## config.mk

```make
export PLATFORM = sky130hd
export DESIGN_NAME = cvt_i2c_target
export DESIGN_NICKNAME = d
export VERILOG_FILES = /design/src/rtl/cvt_i2c_pkg.sv /design/src/rtl/cvt_i2c_linemon.sv /design/src/rtl/cvt_i2c_addrmatch.sv /design/src/rtl/cvt_i2c_ptr.sv /design/src/rtl/cvt_i2c_target.sv
export SDC_FILE = /design/constraint.sdc
export NUM_CORES = 1
export LEC_CHECK = 0
export ABC_CLOCK_PERIOD_IN_PS = 5800
export BUFFER_PORTS_ARGS = -buffer_cell sky130_fd_sc_hd__buf_2
export CAP_MARGIN = 20
export CORE_ASPECT_RATIO = 0.7
export CORE_MARGIN = 5
export CORE_UTILIZATION = 26
export CTS_CLUSTER_SIZE = 20
export DETAILED_ROUTE_END_ITERATION = 6
export PLACE_DENSITY = 0.44
export SLEW_MARGIN = 5
export SYNTH_ARGS = -nofsm -noshare
export SYNTH_HDL_FRONTEND = slang
export SYNTH_SLANG_ARGS = --single-unit
```

## constraint.sdc

```tcl
create_clock -name clk -period 5.8 [get_ports clk]
set_clock_uncertainty 0.1 [all_clocks]
set_input_delay 0.58 -clock clk [delete_from_list [all_inputs] [get_ports clk]]
set_output_delay 0.58 -clock clk [all_outputs]
set_load 0.05 [all_outputs]
```

## src/rtl/cvt_i2c_pkg.sv

```systemverilog
package cvt_i2c_pkg;
    localparam int BYTE_W  = 8;
    localparam int WORD_W  = 16;
    localparam int IDX_W   = 4;
    localparam int CNT_W   = 4;

    localparam logic [2:0]       DEV_ADDR_HI = 3'b010;
    localparam logic [IDX_W-1:0] IDX_RESULT  = 4'h0;
    localparam logic [IDX_W-1:0] IDX_ALARM   = 4'h1;
    localparam logic [IDX_W-1:0] IDX_TIMER   = 4'h3;
    localparam logic [BYTE_W-1:0] ALARM_WIPE = 8'hFF;

    typedef enum logic [2:0] {ST_IDLE, ST_ADDR, ST_WR, ST_HOLD, ST_RD} bus_st_t;
    typedef enum logic [1:0] {WP_PTR, WP_HI, WP_LO} wr_ph_t;

    typedef struct packed {
        logic rise;
        logic fall;
        logic start;
        logic stop;
    } line_ev_t;

    function automatic logic idx_is_wide(input logic [IDX_W-1:0] idx);
        return !(idx == IDX_ALARM || idx == IDX_TIMER);
    endfunction
endpackage

```

## src/rtl/cvt_i2c_linemon.sv

```systemverilog
module cvt_i2c_linemon
    import cvt_i2c_pkg::*;
(
    input  logic     clk,
    input  logic     rst,
    input  logic     scl_i,
    input  logic     sda_i,
    output line_ev_t ev
);
    logic scl_q, sda_q;

    always_ff @(posedge clk) begin
        if (rst) begin
            scl_q <= 1'b1;
            sda_q <= 1'b1;
        end else begin
            scl_q <= scl_i;
            sda_q <= sda_i;
        end
    end

    always_comb begin
        ev.rise  = scl_i & ~scl_q;
        ev.fall  = ~scl_i & scl_q;
        ev.start = scl_i & scl_q & sda_q & ~sda_i;
        ev.stop  = scl_i & scl_q & ~sda_q & sda_i;
    end
endmodule

```

## src/rtl/cvt_i2c_addrmatch.sv

```systemverilog
module cvt_i2c_addrmatch
    import cvt_i2c_pkg::*;
#(
    parameter logic [3:0] LOW_PAT   = 4'h1,
    parameter logic [3:0] HIGH_PAT  = 4'h2,
    parameter logic [3:0] FLOAT_PAT = 4'h3
)(
    input  logic [1:0] addr_sel,
    input  logic [6:0] addr,
    output logic       hit
);
    localparam int N_LEVELS = 3;

    function automatic logic [3:0] pat_of(input int lvl);
        case (lvl)
            0:       return LOW_PAT;
            1:       return HIGH_PAT;
            default: return FLOAT_PAT;
        endcase
    endfunction

    logic [N_LEVELS-1:0] hits;

    for (genvar g = 0; g < N_LEVELS; g++) begin : g_lvl
        assign hits[g] = (addr_sel == 2'(g)) && (addr == {DEV_ADDR_HI, pat_of(g)});
    end

    assign hit = |hits;
endmodule

```

## src/rtl/cvt_i2c_ptr.sv

```systemverilog
module cvt_i2c_ptr
    import cvt_i2c_pkg::*;
(
    input  logic              clk,
    input  logic              rst,
    input  logic              load,
    input  logic [BYTE_W-1:0] din,
    output logic [IDX_W-1:0]  idx,
    output logic              cmd_pulse,
    output logic [3:0]        cmd_code
);
    always_ff @(posedge clk) begin
        if (rst) begin
            idx       <= '0;
            cmd_pulse <= 1'b0;
            cmd_code  <= '0;
        end else begin
            cmd_pulse <= 1'b0;
            if (load) begin
                idx       <= din[IDX_W-1:0];
                cmd_code  <= din[BYTE_W-1:IDX_W];
                cmd_pulse <= (din[BYTE_W-1:IDX_W] != 4'h0);
            end
        end
    end


    cmd_from_load_chk: assert property (@(posedge clk) disable iff (rst)
        cmd_pulse |-> $past(load));
endmodule

```

## src/rtl/cvt_i2c_target.sv

```systemverilog
module cvt_i2c_target
    import cvt_i2c_pkg::*;
#(
    parameter logic [3:0] LOW_PAT   = 4'h1,
    parameter logic [3:0] HIGH_PAT  = 4'h2,
    parameter logic [3:0] FLOAT_PAT = 4'h3
)(
    input  logic        clk,
    input  logic        rst,
    input  logic        scl_i,
    input  logic        sda_i,
    input  logic [1:0]  addr_sel,
    input  logic        conv_busy,
    input  logic [15:0] reg_rd_data,
    output logic        sda_low,
    output logic        scl_low,
    output logic [3:0]  reg_rd_idx,
    output logic        reg_rd,
    output logic        reg_wr,
    output logic [3:0]  reg_wr_idx,
    output logic [15:0] reg_wr_data,
    output logic        alarm_clr,
    output logic        cmd_pulse,
    output logic [3:0]  cmd_code
);
    localparam logic [CNT_W-1:0] LAST_BIT = CNT_W'(BYTE_W);
    localparam logic [CNT_W-1:0] ACK_SLOT = CNT_W'(BYTE_W + 1);

    line_ev_t          ev;
    bus_st_t           state;
    wr_ph_t            wph;
    logic [CNT_W-1:0]  bitcnt;
    logic [BYTE_W-1:0] shreg, obyte, tx_lo, hi_q, ptr_byte_q;
    logic              rw_q, nack_q, lo_next, ptr_load_q, hit;
    logic              sda_low_q, scl_low_q;
    logic [IDX_W-1:0]  ptr_idx;
    logic              wide_now;
    logic [BYTE_W-1:0] first_byte;

    cvt_i2c_linemon u_mon (
        .clk(clk), .rst(rst), .scl_i(scl_i), .sda_i(sda_i), .ev(ev)
    );

    cvt_i2c_addrmatch #(
        .LOW_PAT(LOW_PAT), .HIGH_PAT(HIGH_PAT), .FLOAT_PAT(FLOAT_PAT)
    ) u_match (
        .addr_sel(addr_sel), .addr(shreg[7:1]), .hit(hit)
    );

    cvt_i2c_ptr u_ptr (
        .clk(clk), .rst(rst), .load(ptr_load_q), .din(ptr_byte_q),
        .idx(ptr_idx), .cmd_pulse(cmd_pulse), .cmd_code(cmd_code)
    );

    assign wide_now   = idx_is_wide(ptr_idx);
    assign first_byte = wide_now ? reg_rd_data[15:8] : reg_rd_data[7:0];

    always_ff @(posedge clk) begin
        if (rst) begin
            state <= ST_IDLE;  wph <= WP_PTR;  bitcnt <= '0;
            shreg <= '0;  obyte <= '0;  tx_lo <= '0;  hi_q <= '0;
            rw_q <= 1'b0;  nack_q <= 1'b0;  lo_next <= 1'b0;
            ptr_load_q <= 1'b0;  ptr_byte_q <= '0;
            sda_low_q <= 1'b0;  scl_low_q <= 1'b0;
            reg_rd <= 1'b0;  reg_wr <= 1'b0;  alarm_clr <= 1'b0;
            reg_wr_idx <= '0;  reg_wr_data <= '0;
        end else begin
            reg_rd <= 1'b0;  reg_wr <= 1'b0;  alarm_clr <= 1'b0;
            ptr_load_q <= 1'b0;
            if (ev.start) begin
                state <= ST_ADDR;  bitcnt <= '0;  wph <= WP_PTR;
                sda_low_q <= 1'b0;  scl_low_q <= 1'b0;
            end else if (ev.stop) begin
                state <= ST_IDLE;  bitcnt <= '0;  wph <= WP_PTR;
                sda_low_q <= 1'b0;  scl_low_q <= 1'b0;
            end else begin
                case (state)
                    ST_ADDR: begin
                        if (ev.rise && bitcnt < LAST_BIT) begin
                            shreg  <= {shreg[6:0], sda_i};
                            bitcnt <= bitcnt + 1'b1;
                        end else if (ev.fall && bitcnt == LAST_BIT) begin
                            if (hit) begin
                                sda_low_q <= 1'b1;
                                rw_q      <= shreg[0];
                                bitcnt    <= ACK_SLOT;
                            end else begin
                                sda_low_q <= 1'b0;
                                state     <= ST_IDLE;
                            end
                        end else if (ev.fall && bitcnt == ACK_SLOT) begin
                            sda_low_q <= 1'b0;
                            bitcnt    <= '0;
                            if (!rw_q) begin
                                state <= ST_WR;
                                wph   <= WP_PTR;
                            end else if (conv_busy) begin
                                state     <= ST_HOLD;
                                scl_low_q <= 1'b1;
                            end else begin
                                state     <= ST_RD;
                                reg_rd    <= 1'b1;
                                tx_lo     <= reg_rd_data[7:0];
                                obyte     <= first_byte;
                                lo_next   <= wide_now;
                                sda_low_q <= ~first_byte[7];
                            end
                        end
                    end
                    ST_WR: begin
                        if (ev.rise && bitcnt < LAST_BIT) begin
                            shreg  <= {shreg[6:0], sda_i};
                            bitcnt <= bitcnt + 1'b1;
                        end else if (ev.fall && bitcnt == LAST_BIT) begin
                            sda_low_q <= 1'b1;
                            bitcnt    <= ACK_SLOT;
                            case (wph)
                                WP_PTR: begin
                                    ptr_load_q <= 1'b1;
                                    ptr_byte_q <= shreg;
                                    wph <= idx_is_wide(shreg[IDX_W-1:0]) ? WP_HI : WP_LO;
                                end
                                WP_HI: begin
                                    hi_q <= shreg;
                                    wph  <= WP_LO;
                                end
                                default: begin
                                    wph         <= WP_PTR;
                                    reg_wr_idx  <= ptr_idx;
                                    reg_wr_data <= wide_now ? {hi_q, shreg} : {8'h00, shreg};
                                    if (ptr_idx == IDX_ALARM && shreg == ALARM_WIPE)
                                        alarm_clr <= 1'b1;
                                    else if (ptr_idx != IDX_RESULT)
                                        reg_wr <= 1'b1;
                                end
                            endcase
                        end else if (ev.fall && bitcnt == ACK_SLOT) begin
                            sda_low_q <= 1'b0;
                            bitcnt    <= '0;
                        end
                    end
                    ST_HOLD: begin
                        if (!conv_busy) begin
                            scl_low_q <= 1'b0;
                            state     <= ST_RD;
                            bitcnt    <= '0;
                            reg_rd    <= 1'b1;
                            tx_lo     <= reg_rd_data[7:0];
                            obyte     <= first_byte;
                            lo_next   <= wide_now;
                            sda_low_q <= ~first_byte[7];
                        end
                    end
                    ST_RD: begin
                        if (ev.rise && bitcnt < LAST_BIT) begin
                            bitcnt <= bitcnt + 1'b1;
                        end else if (ev.rise && bitcnt == ACK_SLOT) begin
                            nack_q <= sda_i;
                        end else if (ev.fall && bitcnt != '0 && bitcnt < LAST_BIT) begin
                            sda_low_q <= ~obyte[3'(4'd7 - bitcnt)];
                        end else if (ev.fall && bitcnt == LAST_BIT) begin
                            sda_low_q <= 1'b0;
                            bitcnt    <= ACK_SLOT;
                        end else if (ev.fall && bitcnt == ACK_SLOT) begin
                            bitcnt <= '0;
                            if (nack_q) begin
                                state <= ST_IDLE;
                            end else if (lo_next) begin
                                obyte     <= tx_lo;
                                sda_low_q <= ~tx_lo[7];
                                lo_next   <= 1'b0;
                            end else begin
                                reg_rd    <= 1'b1;
                                tx_lo     <= reg_rd_data[7:0];
                                obyte     <= first_byte;
                                lo_next   <= wide_now;
                                sda_low_q <= ~first_byte[7];
                            end
                        end
                    end
                    default: ;
                endcase
            end
        end
    end

    assign sda_low    = sda_low_q;
    assign scl_low    = scl_low_q;
    assign reg_rd_idx = ptr_idx;


    stretch_needs_busy_chk: assert property (@(posedge clk) disable iff (rst)
        scl_low_q |-> $past(conv_busy));

    stop_release_chk: assert property (@(posedge clk) disable iff (rst)
        ev.stop |=> (!sda_low_q && !scl_low_q));

    result_readonly_chk: assert property (@(posedge clk) disable iff (rst)
        reg_wr |-> (reg_wr_idx != IDX_RESULT));

    idle_quiet_chk: assert property (@(posedge clk) disable iff (rst)
        (state == ST_IDLE) |-> !sda_low_q);
endmodule

```

Yosys cells after proc, flatten, opt, wreduce, memory -nomap -nowiden
Index checks and enable logic that the tools add are counted.
{"block": "op_classes", "addsub": 2, "multipliers": 0, "div_mod_pow": 0, "magnitude_cmp": 2, "n_eq_ne": 52, "n_shift": 0, "muxes": 120, "bitwise_logic": 21, "n_reduce_logical": 45}
{"cell": "two-way mux 8 bit", "n": 25}
{"cell": "two-way mux 1 bit", "n": 53}
{"cell": "one-hot mux 8 bit (3 select lines)", "n": 2}
{"cell": "inequality test 4 bit (second input constant)", "n": 11}
{"cell": "two-way mux 4 bit", "n": 10}
{"cell": "two-way mux 3 bit", "n": 13}
{"cell": "inequality test 2 bit (second input constant)", "n": 17}
{"cell": "AND reduction 6 bit", "n": 4}
{"cell": "AND reduction 11 bit", "n": 2}
{"cell": "equality test 7 x 6 -> 1 bit (second input constant)", "n": 3}
{"cell": "two-way mux 16 bit", "n": 1}
{"cell": "one-hot mux 4 bit (4 select lines)", "n": 1}
{"cell": "nonzero test 4 bit", "n": 4}
{"cell": "inequality test 3 bit (second input constant)", "n": 5}
{"cell": "two-way mux 2 bit", "n": 7}
{"cell": "inverter 1 bit", "n": 14}
{"cell": "AND reduction 14 bit", "n": 1}
{"cell": "AND reduction 7 bit", "n": 2}
{"cell": "AND reduction 13 bit", "n": 1}
{"cell": "logical AND 1 bit", "n": 10}
{"cell": "inequality test 5 bit (second input constant)", "n": 2}
{"cell": "AND reduction 10 bit", "n": 1}
{"cell": "AND reduction 5 bit", "n": 2}
{"cell": "one-hot mux 3 bit (3 select lines)", "n": 1}
{"cell": "other kinds (31)", "n": 50}
{"block": "totals", "reg_bits": 89, "latchBits": 0, "ramBits": 0, "rom_bits": 0, "in_bits": 23, "output_inout_bits": 34, "wordCells": 267, "memories": 0}

Longest topological paths before layout
Gate-level depths: netlist of the first run.
{"block": "depth", "depth_word": 12, "mapped_depth": 10, "depth_no_buf": 8}

By module
Synthesis of the first run repeated with hierarchy kept, for this count alone.
{"block": "unflattened", "hier_cells": 503, "hier_area_um2": 4411.7}
{"module": "cvt_i2c_target", "instances": 1, "cells_each": 460, "area_each_um2": 3962.6, "seq_area_each_um2": 1561.5}
{"module": "cvt_i2c_ptr", "instances": 1, "cells_each": 29, "area_each_um2": 320.3, "seq_area_each_um2": 180.2}
{"module": "cvt_i2c_linemon", "instances": 1, "cells_each": 8, "area_each_um2": 85.1, "seq_area_each_um2": 40.0}
{"module": "cvt_i2c_addrmatch", "instances": 1, "cells_each": 6, "area_each_um2": 43.8, "seq_area_each_um2": 0.0}

Least setup slack after synthesis of the first run
OpenSTA, ideal clock, no wires.
{"block": "synth_timing", "path_type": "flip-flop to flip-flop", "start": "reg u_ptr.idx[0]", "end": "reg sda_low_q, in the netlist sda_low", "setup_time_ns": 0.078, "t_arrival_ns": 2.122, "t_required_ns": 5.622, "path_slack_ns": 3.500, "path_stages_with_launch": 8, "n_path_buf": 1, "period_less_slack_ns": 2.300, "cell_sequence": "dfxtp_1 -> or3b_1 -> buf_2 -> mux2i_1 -> a21oi_1 -> a2111oi_0 -> nor4_1 -> nor3_1"}
{"block": "synth_between", "elab_chain_len": 12, "word_cells_on_any_way": 19, "cone_classes": "eq/ne (2); mux (15); bitwise (1); reduce/logical (1)"}
{"element": "from (decl)", "line_no": "cvt_i2c_ptr.sv:8", "text": "output logic [IDX_W-1:0] idx,"}
{"element": "from (signal assigned)", "line_no": "cvt_i2c_ptr.sv:20", "text": "idx <= din[IDX_W-1:0];"}
{"element": "equality test 4 x 1 -> 1 bit or equality test 4 x 2 -> 1 bit (tied branches)", "line_no": "cvt_i2c_pkg.sv:24", "text": "return !(idx == IDX_ALARM || idx == IDX_TIMER);"}
{"element": "logical OR 1 bit (*)", "line_no": "cvt_i2c_pkg.sv:24"}
{"element": "two-way mux 8 bit (*)", "line_no": "cvt_i2c_target.sv:56", "text": "assign first_byte = wide_now ? reg_rd_data[15:8] : reg_rd_data[7:0];"}
{"element": "inverter 1 bit (*)", "line_no": "cvt_i2c_target.sv:106, cvt_i2c_target.sv:151, cvt_i2c_target.sv:177"}
{"element": "two-way mux 1 bit", "line_no": "cvt_i2c_target.sv:168", "text": "end else if (lo_next) begin"}
{"element": "two-way mux 1 bit", "line_no": "cvt_i2c_target.sv:166", "text": "if (nack_q) begin"}
{"element": "two-way mux 1 bit", "line_no": "cvt_i2c_target.sv:164", "text": "end else if (ev.fall && bitcnt == ACK_SLOT) begin"}
{"element": "two-way mux 1 bit", "line_no": "cvt_i2c_target.sv:161", "text": "end else if (ev.fall && bitcnt == LAST_BIT) begin"}
{"element": "two-way mux 1 bit", "line_no": "cvt_i2c_target.sv:159", "text": "end else if (ev.fall && bitcnt != '0 && bitcnt < LAST_BIT) begin"}
{"element": "two-way mux 1 bit", "line_no": "cvt_i2c_target.sv:157", "text": "end else if (ev.rise && bitcnt == ACK_SLOT) begin"}
{"element": "two-way mux 1 bit", "line_no": "cvt_i2c_target.sv:155", "text": "if (ev.rise && bitcnt < LAST_BIT) begin"}
{"element": "one-hot mux 1 bit (4 select lines) (*)", "line_no": "cvt_i2c_target.sv:77", "text": "case (state)"}
{"element": "to (signal assigned)", "line_no": "cvt_i2c_target.sv:151", "text": "sda_low_q <= ~first_byte[7];"}
{"element": "to (signal assigned)", "line_no": "cvt_i2c_target.sv:160", "text": "sda_low_q <= ~obyte[3'(4'd7 - bitcnt)];"}
{"element": "to (signal assigned)", "line_no": "cvt_i2c_target.sv:170", "text": "sda_low_q <= ~tx_lo[7];"}
{"element": "to (decl)", "line_no": "cvt_i2c_target.sv:35", "text": "logic sda_low_q, scl_low_q;"}
Every way passes the cells marked *; elsewhere a longest branch is shown, timed or not. The select of a mux whose other input is x is not followed.
A chain may end at the register's enable or synchronous reset.

Worst setup path in the final report of the first run
{"block": "layout_timing", "start": "reg bitcnt[0]", "end": "reg lo_next"}
{"block": "layout_between", "elab_chain_len": 5, "word_cells_on_any_way": 19, "cone_classes": "order compare (1); eq/ne (10); reduce/logical (8)"}
{"element": "from (decl)", "line_no": "cvt_i2c_target.sv:32", "text": "logic [CNT_W-1:0] bitcnt;"}
{"element": "from (signal assigned)", "line_no": "cvt_i2c_target.sv:81", "text": "bitcnt <= bitcnt + 1'b1;"}
{"element": "from (signal assigned)", "line_no": "cvt_i2c_target.sv:113", "text": "bitcnt <= bitcnt + 1'b1;"}
{"element": "from (signal assigned)", "line_no": "cvt_i2c_target.sv:156", "text": "bitcnt <= bitcnt + 1'b1;"}
{"element": "branches (longest 4 deep; another with less-than comparator 4 bit)"}
{"element": "AND reduction 13 bit (no line) (*)"}
{"element": "to (signal assigned)", "line_no": "cvt_i2c_target.sv:105", "text": "lo_next <= wide_now;"}
{"element": "to (signal assigned)", "line_no": "cvt_i2c_target.sv:150", "text": "lo_next <= wide_now;"}
{"element": "to (signal assigned)", "line_no": "cvt_i2c_target.sv:176", "text": "lo_next <= wide_now;"}
{"element": "to (decl)", "line_no": "cvt_i2c_target.sv:34", "text": "logic rw_q, nack_q, lo_next, ptr_load_q, hit;"}
Mark *: on every way between the ends.

==> summary.txt, run 1 <==
Status
  – Outcome: finished clean

Yosys
  – Area of the mapped netlist: 4100 um2
  – Syn_area_per_cell: 8.85 um2
  – Post-Syn Instances: 463
  – Synth warn: 0
  – EDFF count, synth: 0
  – Synth Register Bits: 89
  – Syn Nets: 489
  – Synth Flop Type: dfxtp_1
  – Post-synth cell types: 55
  – Sequential element share of the synthesized area: 0.435
  – FFs w/ async S/R, synth: 0

Critical path
  – Critical Path Sink Type: flop
  – Critical path required time: 5.97 ns
  – Startpoint type of the worst setup path: flop
  – Worst Path Buf+Inv: 0
  – CP Cell Sequence: ha_1 -> nand3b_1 -> or3_1 -> o21ai_2 -> nand3_1 -> or3b_1 -> a21oi_1
  – Slowest CP cell: dfxtp_1
  – CP peak stage delay: 0.53 ns
  – CP Class: flop to flop
  – Crit-path leading delay family: simple AND/OR/NAND/NOR gates
  – Crit-path max FO: 10
  – Crit path DAT: 3.07 ns

GRT
  – Initial antenna violation count: 0
  – Vias in the first global route: 3385
  – Largest net degree at the start of global routing: 82
  – GRT Total Usage: 0.124
  – Grt total ovfl: 0
  – First-pass GRT wire length: 18200 um

Layout
  – Ant diodes: 0
  – Post-Layout Cell Count: 708
  – Fillers: 1668
  – Fin area: 4880 um2
  – Layout Nets: 529
  – Layout cell share with drive strength beyond 1: 0.181
  – Layout area overhead: 19.1%

Flow run
  – Max cap viols: 0

Timing
  – Fin. Hold Viols: 0
  – Tightest Pin Transition: 0.906 ns
  – Unrepaired setup endpoints after global routing: false
  – Ratio of final minimum period to clock period: 0.500
  – Max_slew headroom: 0.394
  – Tmin final: 2.90 ns
  – Slew Limit Fails: 0
  – F_max: 345 MHz
  – Setup-failing EPs final: 0
  – Setup WS post-layout: 2.90 ns
  – Setup TNS: 0 ns
  – Final hold slack: 0.352 ns

Clocking
  – Setup bufs post-CTS: 0
  – Clk sink count: 89
  – Htree depth: 3
  – Hold Buf Count CTS: 0
  – Root buffer cell: clkbuf_16
  – Max clock buf depth: 2
  – Worst-Skew Late Latency: 0.35 ns
  – Cts bufs inserted: 9
  – Resize count post-CTS: 0
  – CTS clock-pin slew for the worst setup and hold paths: 0.06 ns
  – CTS tree: done

Power
  – Power density over cell area: 277 nW/um2
  – Maximum vdd ir drop: 123 uV
  – Lkg Pwr: 0.00193 uW

Route
  – Final WL: 11100 um
  – Mean routed wirelength per cell: 15.7 um
  – Antenna Nets Post-Route: 0
  – Via count: 3419
  – 1st-pass router iterations: 5
  – DR vias/cell: 4.83
  – DRC: 0
  – Initial DRC Count: 245

Floorplanning
  – Num ports: 57
  – Core area: 15500 um2
  – Site Rows: 38
  – Die width: 160 um
  – Die Y-Extent: 115 um
  – Die Footprint: 18400 um2
  – Initial cell density of the core: 0.264

Place
  – RePlAce Congestion: 0.909
  – Placed Cells: 691
  – Place WS: 2.66 ns
  – I/O Buffers: 56
  – Hpwl dp: 7860 um
  – Post-DP Area: 4520 um2

Min path
  – Min-Delay Path Class: flop to flop
-- flip-flops by register name, summed over array words and instances (netlist names) --
signal / count
obyte: 8
reg_wr_data: 16
rw_q: 1
state: 3
lo_next: 1
tx_lo: 8
hi_q: 8
alarm_clr: 1
sda_low: 1
wph: 2
bitcnt: 4
u_ptr.cmd_pulse: 1
reg_wr_idx: 4
u_mon.scl_q: 1
u_ptr.cmd_code: 4
reg_wr: 1
u_ptr.idx: 4
ptr_byte_q: 8
scl_low: 1
u_mon.sda_q: 1
ptr_load_q: 1
shreg: 8
reg_rd: 1
nack_q: 1
-- cells in the final DEF, fill, tap and decap left out, drive strengths merged, types with 10 or more instances in the layout --
cell type,n
o21ai,20
clkbuf,10
nand2,56
dfxtp,89
buf,58
nand3,16
a21oi,29
nor4,12
mux2i,64
nor2,64
-- tightest hold or removal path, cell delays in order, from the launching register on --
cell and delay [ns]:
dfxtp_1 0.31, nand2_1 0.05, a21oi_1 0.05
-- where the power goes --
group | switching [uW] | internal [uW] | leakage [uW] | total, uW
combinational | 30.8 | 16.0 | 0.00104 | 46.8
clock | 261 | 426 | 0.000171 | 687
sequential | 2.60 | 613 | 0.000717 | 616
-- cells in the mapped netlist (2+ instances only) --
| library cell | instances | area share |
|---|---|---|
| o21ai_2 | 2 | 0.0043 |
| a31oi_1 | 4 | 0.0061 |
| xnor2_1 | 2 | 0.0043 |
| nand2b_1 | 4 | 0.0061 |
| nor3_1 | 2 | 0.0024 |
| inv_1 | 7 | 0.0064 |
| or3_1 | 2 | 0.0031 |
| ha_1 | 3 | 0.0092 |
| or2_2 | 3 | 0.0046 |
| o2bb2ai_1 | 3 | 0.0064 |
| o21ai_0 | 18 | 0.022 |
| or4b_1 | 2 | 0.0049 |
| nor3b_1 | 3 | 0.0055 |
| a2111oi_0 | 2 | 0.0043 |
| o21bai_1 | 2 | 0.0037 |
| nand2_1 | 56 | 0.051 |
| nand4b_1 | 2 | 0.0043 |
| or3b_1 | 3 | 0.0064 |
| mux2i_1 | 64 | 0.16 |
| nor4b_1 | 2 | 0.0043 |
| nand3b_1 | 2 | 0.0037 |
| nor2b_1 | 7 | 0.011 |
| a21oi_1 | 29 | 0.035 |
| and2_1 | 4 | 0.0061 |
| nor2_1 | 63 | 0.058 |
| nor3b_2 | 2 | 0.0061 |
| o311ai_0 | 2 | 0.0043 |
| nand3_1 | 16 | 0.020 |
| buf_2 | 6 | 0.0073 |
| clkbuf_1 | 22 | 0.020 |
| mux4_2 | 2 | 0.011 |
| nor4_1 | 11 | 0.017 |
| dfxtp_1 | 89 | 0.43 |
-- layer usage --
metal,global-route usage,vias up,part of all wire
met3,0.0520,16,0.067
li1,-,1707,-
met4,0.0327,0,0.016
met5,0,-,0
met1,0.174,1598,0.52
met2,0.175,98,0.40
-- final timing paths --
check	from	endpoint	slack [ns]	depth (start not counted)
max	bitcnt[0]	lo_next	2.90	7
min	reg_wr_idx[2]	reg_wr_idx[2]	0.35	2
max reg2reg	bitcnt[0]	lo_next	2.90	7
min reg2reg	reg_wr_idx[2]	reg_wr_idx[2]	0.35	2
-- layout make-up --
type / instances / area [um2] / area share
Sequential cell: 89 / 1780 / 0.365
Inverter: 7 / 26.3 / 0.00538
Timing Repair Buffer: 59 / 303 / 0.0620
Clock buffer: 9 / 225 / 0.0461
Multi-Input combinational cell: 337 / 2170 / 0.445
Tap cell: 200 / 250 / 0.0513
Clock inverter: 7 / 125 / 0.0256
-- cells by family after synthesis --
kind of cell | Yosys count | share of synthesized area
compound gates | 72 | 0.109
mux | 66 | 0.167
fa+ha+maj | 3 | 0.00916
xor+xnor | 2 | 0.00427
simple gates | 194 | 0.238
flops | 89 | 0.435
buf+inv | 37 | 0.0375
-- per-stage QoR --
| step | power, uW | utilization |
|---|---|---|
| detailed placement | 677 | 0.292 |
| CTS | 1370 | 0.314 |
| global route | 1400 | 0.315 |
| global placement | 676 | 0.292 |
| floorplan | 657 | - |
| finish | 1350 | 0.315 |
Note: power is estimated with default switching activity, not from simulation.
==> run 2: changes to the inputs <==
ABC_CLOCK_PERIOD_IN_PS = 2500   (was 5800)
PLACE_DENSITY = 0.46   (was 0.44)
clock period = 2.5 ns   (was 5.8 ns; I/O delays follow)
==> summary.txt, run 2 (same netlist as run 1, synthesis figures left out) <==
Timing
  – Unrepaired setup endpoints after global routing: false
  – Setup-failing EPs final: 0 (unchanged)
  – Max_slew headroom: 0.478 (+0.0843)
  – Ratio of final minimum period to clock period: 0.924 (+0.424)
  – Setup TNS: 0 ns (unchanged)
  – Slew Limit Fails: 0 (unchanged)
  – Tightest Pin Transition: 0.782 ns (-0.124 ns)
  – F_max: 433 MHz (+26%)
  – Fin. Hold Viols: 0 (unchanged)
  – Tmin final: 2.31 ns (-0.590 ns)

Critical path
  – Critical path depth: 7 (unchanged)
  – R2r endpoint: hi_q[6]
  – Worst Path Buf+Inv: 1 (+1)
  – CP Class: flop to flop
  – Crit-path leading delay family: simple AND/OR/NAND/NOR gates
  – Critical Path Sink Type: flop
  – R2R depth: 7 (unchanged)
  – Crit path DAT: 2.41 ns (-0.66 ns)
  – Crit. Startpoint: bitcnt[3]
  – R2r startpoint: bitcnt[3]
  – Startpoint type of the worst setup path: flop
  – Critical path required time: 2.60 ns (-3.37 ns)
  – CP endpoint: hi_q[6]
  – Reg2Reg Setup Slack: 0.19 ns (-2.71 ns)
  – CP Cell Sequence: and4bb_2 -> and2_1 -> nand2_1 -> nor4b_2 -> buf_4 -> mux2i_1 -> nor2_1
  – CP peak stage delay: 0.46 ns (-0.07 ns)
  – Slowest CP cell: dfxtp_1
  – Crit-path max FO: 8 (-2)

Layout
  – Layout cell share with drive strength beyond 1: 0.215 (+0.0341)
  – Post-Layout Cell Count: 725 (+2.4%)
  – Ant diodes: 0 (unchanged)
  – Commonest non-fill, non-tap cell in the layout: dfxtp_1
  – Most frequent cells in the layout: dfxtp_1 (88), mux2i_1 (64), nor2_1 (63)
  – Layout Nets: 546 (+3.2%)
  – Final core occ: 0.323 (+0.00767)
  – Largest register by flop count: reg_wr_data
  – Layout area overhead: 22.0%
  – Max FFs per register: 16 (unchanged)

Route
  – Top layer in use: met4
  – Antenna Nets Post-Route: 0 (unchanged)
  – Via count: 3470 (+1.5%)
  – DR vias/cell: 4.79 (-0.89%)
  – Routed length on met1: 5560 um (-2.9%)
  – Final WL: 10900 um (-1.4%)
  – WL met3: 740 um (-0.94%)
  – 1st-pass router iterations: 4 (-1)
  – Mean routed wirelength per cell: 15.1 um (-3.7%)
  – Initial DRC Count: 208 (-15%)
  – Met2 wire len: 4510 um (+1.6%)
  – DRC: 0 (unchanged)

Flow run
  – Max cap viols: 0 (unchanged)

Clocking
  – CTS tree: done
  – CTS clock-pin slew for the worst setup and hold paths: 0.06 ns (about the same)
  – Htree depth: 3 (unchanged)
  – Root buffer cell: clkbuf_16
  – Clk sink count: 89 (unchanged)
  – Hold Buf Count CTS: 0 (unchanged)
  – Max clock buf depth: 2 (unchanged)
  – Setup bufs post-CTS: 0 (unchanged)
  – Cts bufs inserted: 9 (unchanged)
  – Worst-Skew Late Latency: 0.34 ns (about the same)

Floorplanning
  – Core area: 15500 um2 (unchanged)
  – Num ports: 57 (unchanged)
  – Die Y-Extent: 115 um (unchanged)
  – Site Rows: 38 (unchanged)
  – Initial cell density of the core: 0.264 (unchanged)
  – Die Footprint: 18400 um2 (unchanged)
  – Die width: 160 um (unchanged)

GRT
  – First-pass GRT wire length: 17800 um (-2.0%)
  – GRT Total Usage: 0.120 (-0.00402)
  – Initial antenna violation count: 0 (unchanged)
  – Largest net degree at the start of global routing: 75 (-8.5%)
  – Vias in the first global route: 3349 (-1.1%)
  – Grt total ovfl: 0 (unchanged)

Power
  – Tot Pwr: 3020 uW (+120%)
  – Lkg Pwr: 0.00201 uW (+4.2%)
  – Maximum vdd ir drop: 414 uV (+240%)
  – Power density over cell area: 603 nW/um2 (+120%)

Place
  – I/O Buffers: 56 (unchanged)
  – Hpwl dp: 8070 um (+2.7%)
  – Placed Cells: 709 (+2.6%)
  – RePlAce Congestion: 0.932 (+2.6%)

Status
  – Outcome: finished clean

Min path
  – Min-Delay Path Class: input port to flop
## run 2: cell count changes in the layout (fill, tap and decap cells not counted), sizes merged
cell and change:
bufinv -1, clkinv +1, buf +18, clkbuf -1
## run 2: repair_timing
| action | in CTS | in global routing |
|---|---|---|
| gates resized for setup | 0 | 5 |
| endpoints found under the setup margin | 0 | 25 |
| endpoints found under the hold margin | 0 | 0 |
## run 2: worst min path at each step
| stage | start | end | slack, ns | cells after the start |
|---|---|---|---|---|
| 2_1_floorplan | scl_i | u_mon.scl_q | 0.26 | 1 |
| 4_1_cts | reg_rd_data[6] | tx_lo[6] | 0.05 | 3 |
| 3_5_place_dp | reg_wr_data[10] | reg_wr_data[10] | 0.34 | 2 |
| 6_report | reg_rd_data[6] | tx_lo[6] | 0.06 | 3 |
| 3_3_place_gp | reg_wr_data[12] | reg_wr_data[12] | 0.34 | 2 |
| 5_1_grt | reg_rd_data[0] | tx_lo[0] | 0.09 | 3 |
## run 2: layer usage
layer	vias up	GRT usage
met2	98	0.176
met5	-	0
li1	1745	-
met3	9	0.0434
met4	0	0.0264
met1	1618	0.169
## run 2: final cells by class
class / count / area, um2
Tap cell: 200 / 250
Clock buffer: 9 / 225
Timing Repair Buffer: 76 / 430
Clock inverter: 7 / 100
Multi-Input combinational cell: 337 / 2180
Fill cell: 1645 / 10500
Sequential cell: 89 / 1780
Inverter: 7 / 26.3
## run 2: per-stage QoR
| stage | instance area (um2) | worst slack, ns | hold slack, ns |
|---|---|---|---|
| finish | 5000 | 0.190 | 0.0591 |
| global route | 5000 | 0.0476 | 0.0850 |
| CTS | 4980 | 0.0769 | 0.0493 |
| detailed placement | 4660 | 0.0885 | 0.344 |
| global placement | 4660 | 0.0858 | 0.342 |
| floorplan | 4100 | 0.200 | 0.257 |
## run 2: worst register-to-register path, stage by stage, from the launching register on
cell	delay [ns]
dfxtp_1	0.46
and4bb_2	0.30
and2_1	0.30
nand2_1	0.25
nor4b_2	0.28
buf_4	0.24
mux2i_1	0.20
nor2_1	0.05
## run 2: report_power, final
group	switching [uW]	internal (uW)	leakage [uW]
sequential	6.25	1420	0.000718
clock	590	885	0.000160
combinational	73.7	39.4	0.00114
total	670	2350	0.00201
==> run 3: changes to the inputs <==
ABC_CLOCK_PERIOD_IN_PS = default   (was 2500)
SETUP_SLACK_MARGIN = 0.4   (was default)
clock period = 2.1 ns   (was 2.5 ns; I/O delays follow)
==> summary.txt, run 3 (same netlist as run 1, synthesis figures left out) <==
Power
  – Power density over cell area: 598 nW/um2 (-0.87%)
  – Tot Pwr: 3610 uW (+20%)
  – Lkg Pwr: 0.00248 uW (+23%)
  – Maximum vdd ir drop: 343 uV (-17%)

Place
  – I/O Buffers: 56 (unchanged)
  – RePlAce Congestion: 0.926 (-0.67%)
  – Place WS: -0.0648 ns (-0.153 ns)
  – Hpwl dp: 8690 um (+7.7%)
  – Post-DP Area: 4960 um2 (+6.5%)

Critical path
  – Crit-path leading delay family: simple AND/OR/NAND/NOR gates
  – R2r endpoint: tx_lo[3]
  – Slowest CP cell: or3b_4
  – R2R depth: 7 (unchanged)
  – Worst Path Buf+Inv: 1 (unchanged)
  – Crit. Startpoint: state[0]
  – CP Cell Sequence: or3b_4 -> nor4_4 -> o32a_4 -> nand4b_1 -> buf_12 -> mux2i_2 -> nor2_1
  – Reg2Reg Setup Slack: -0.03 ns (-0.22 ns)
  – Critical Path Sink Type: flop
  – Crit-path max FO: 8 (unchanged)
  – Critical path required time: 2.23 ns (-0.37 ns)
  – Crit path DAT: 2.25 ns (-0.16 ns)
  – R2r startpoint: state[0]
  – Startpoint type of the worst setup path: flop
  – CP Class: flop to flop
  – CP peak stage delay: 0.42 ns (-0.04 ns)

Timing
  – F_max: 471 MHz (+8.7%)
  – Slew Limit Fails: 0 (unchanged)
  – Final hold slack: 0.0148 ns (-0.0443 ns)
  – Unrepaired setup endpoints after global routing: true
  – Max_slew headroom: 0.547 (+0.0689)
  – Tmin final: 2.13 ns (-0.185 ns)
  – Setup WS post-layout: -0.0253 ns (-0.215 ns)
  – Ratio of final minimum period to clock period: 1.01 (+0.0880)
  – Tightest Pin Transition: 0.679 ns (-0.103 ns)
  – Setup-failing EPs final: 3 (+3)
  – Fin. Hold Viols: 0 (unchanged)

Layout
  – Fin area: 6040 um2 (+21%)
  – Fillers: 1547 (-6.0%)
  – Largest register by flop count: reg_wr_data
  – Layout Nets: 585 (+7.1%)
  – Commonest non-fill, non-tap cell in the layout: dfxtp_1
  – Multi-input gate area: 2680 um2 (+23%)
  – Final core occ: 0.390 (+0.0672)
  – Max FFs per register: 16 (unchanged)
  – Ant diodes: 0 (unchanged)
  – Layout area overhead: 47.4%
  – Most frequent cells in the layout: dfxtp_1 (77), nor2_1 (60), mux2i_1 (59)
  – Seq. cell area: 1810 um2 (+1.8%)
  – Layout cell share with drive strength beyond 1: 0.426 (+0.210)

Floorplanning
  – Die Footprint: 18400 um2 (unchanged)
  – Die Y-Extent: 115 um (unchanged)
  – Die width: 160 um (unchanged)
  – Num ports: 57 (unchanged)
  – Initial cell density of the core: 0.264 (unchanged)
  – Site Rows: 38 (unchanged)
  – Core area: 15500 um2 (unchanged)

GRT
  – GRT Total Usage: 0.135 (+0.0153)
  – Vias in the first global route: 3695 (+10%)
  – Initial antenna violation count: 0 (unchanged)
  – Largest net degree at the start of global routing: 58 (-23%)
  – Grt total ovfl: 0 (unchanged)
  – First-pass GRT wire length: 20000 um (+12%)

Flow run
  – Max cap viols: 0 (unchanged)

Clocking
  – Clk sink count: 89 (unchanged)
  – Cts bufs inserted: 9 (unchanged)
  – CTS clock-pin slew for the worst setup and hold paths: 0.07 ns (about the same)
  – CTS tree: done
  – Worst-Skew Late Latency: 0.34 ns (about the same)
  – Max clock buf depth: 2 (unchanged)
  – Htree depth: 3 (unchanged)
  – Root buffer cell: clkbuf_16
  – Hold Buf Count CTS: 0 (unchanged)

Route
  – DR vias/cell: 4.86 (+1.5%)
  – Final WL: 12400 um (+13%)
  – Antenna Nets Post-Route: 0 (unchanged)
  – 1st-pass router iterations: 4 (unchanged)
  – DRC: 0 (unchanged)
  – Mean routed wirelength per cell: 16.2 um (+7.7%)
  – Via count: 3711 (+6.9%)
  – Initial DRC Count: 205 (-1.4%)

Min path
  – Hold endpoint: tx_lo[2]
  – HP Start: reg_rd_data[2]
  – Min-Delay Path Class: input port to flop
  – Hold path depth: 3 (unchanged)

Status
  – Failing checks: setup timing
  – Outcome: finished, violations left
## run 3: timing repair
item	4_1_cts	5_1_grt
pin swaps	10	24
setup endpoints to repair	76	76
setup buffers	11	6
resized for setup	41	77
gates cloned	4	1
## run 3: final cells by class
cell class | count | share of cell area
Clock buffer | 12 | 0.0497
Timing Repair Buffer | 115 | 0.154
Inverter | 7 | 0.00476
Tap cell | 200 | 0.0414
Multi-Input combinational cell | 337 | 0.444
Sequential cell | 89 | 0.300
Clock inverter | 4 | 0.00601
## run 3: through the flow
stage / cells / setup TNS, ns
global route: 764 / -1.05
detailed placement: 726 / -0.346
CTS: 757 / 0
floorplan: 463 / -0.0473
finish: 764 / -0.0558
global placement: 726 / -0.730
## run 3: worst max path at each step
| stage | endpoint | slack [ns] | cells after the start |
|---|---|---|---|
| 3_3_place_gp | state[1] | -0.09 | 7 |
| 4_1_cts | tx_lo[1] | 0.05 | 10 |
| 2_1_floorplan | lo_next | -0.05 | 10 |
| 6_report | tx_lo[3] | -0.03 | 7 |
| 5_1_grt | tx_lo[3] | -0.11 | 7 |
| 3_5_place_dp | state[1] | -0.06 | 7 |
## run 3: layer usage
layer  part of all wire  track usage
met5                  0            0
met3              0.043       0.0333
met2               0.44        0.201
met4             0.0084       0.0401
met1               0.51        0.195
## run 3: where the power goes
group | internal [uW] | switching, uW
Sequential | 1680 | 6.50
Combinational | 59.8 | 104
Clock | 1030 | 725
Total | 2780 | 835
## run 3: worst register-to-register path, stage by stage, from the launching register on
cell	delay [ns]
dfxtp_2	0.35
or3b_4	0.42
nor4_4	0.29
o32a_4	0.24
nand4b_1	0.18
buf_12	0.21
mux2i_2	0.18
nor2_1	0.05
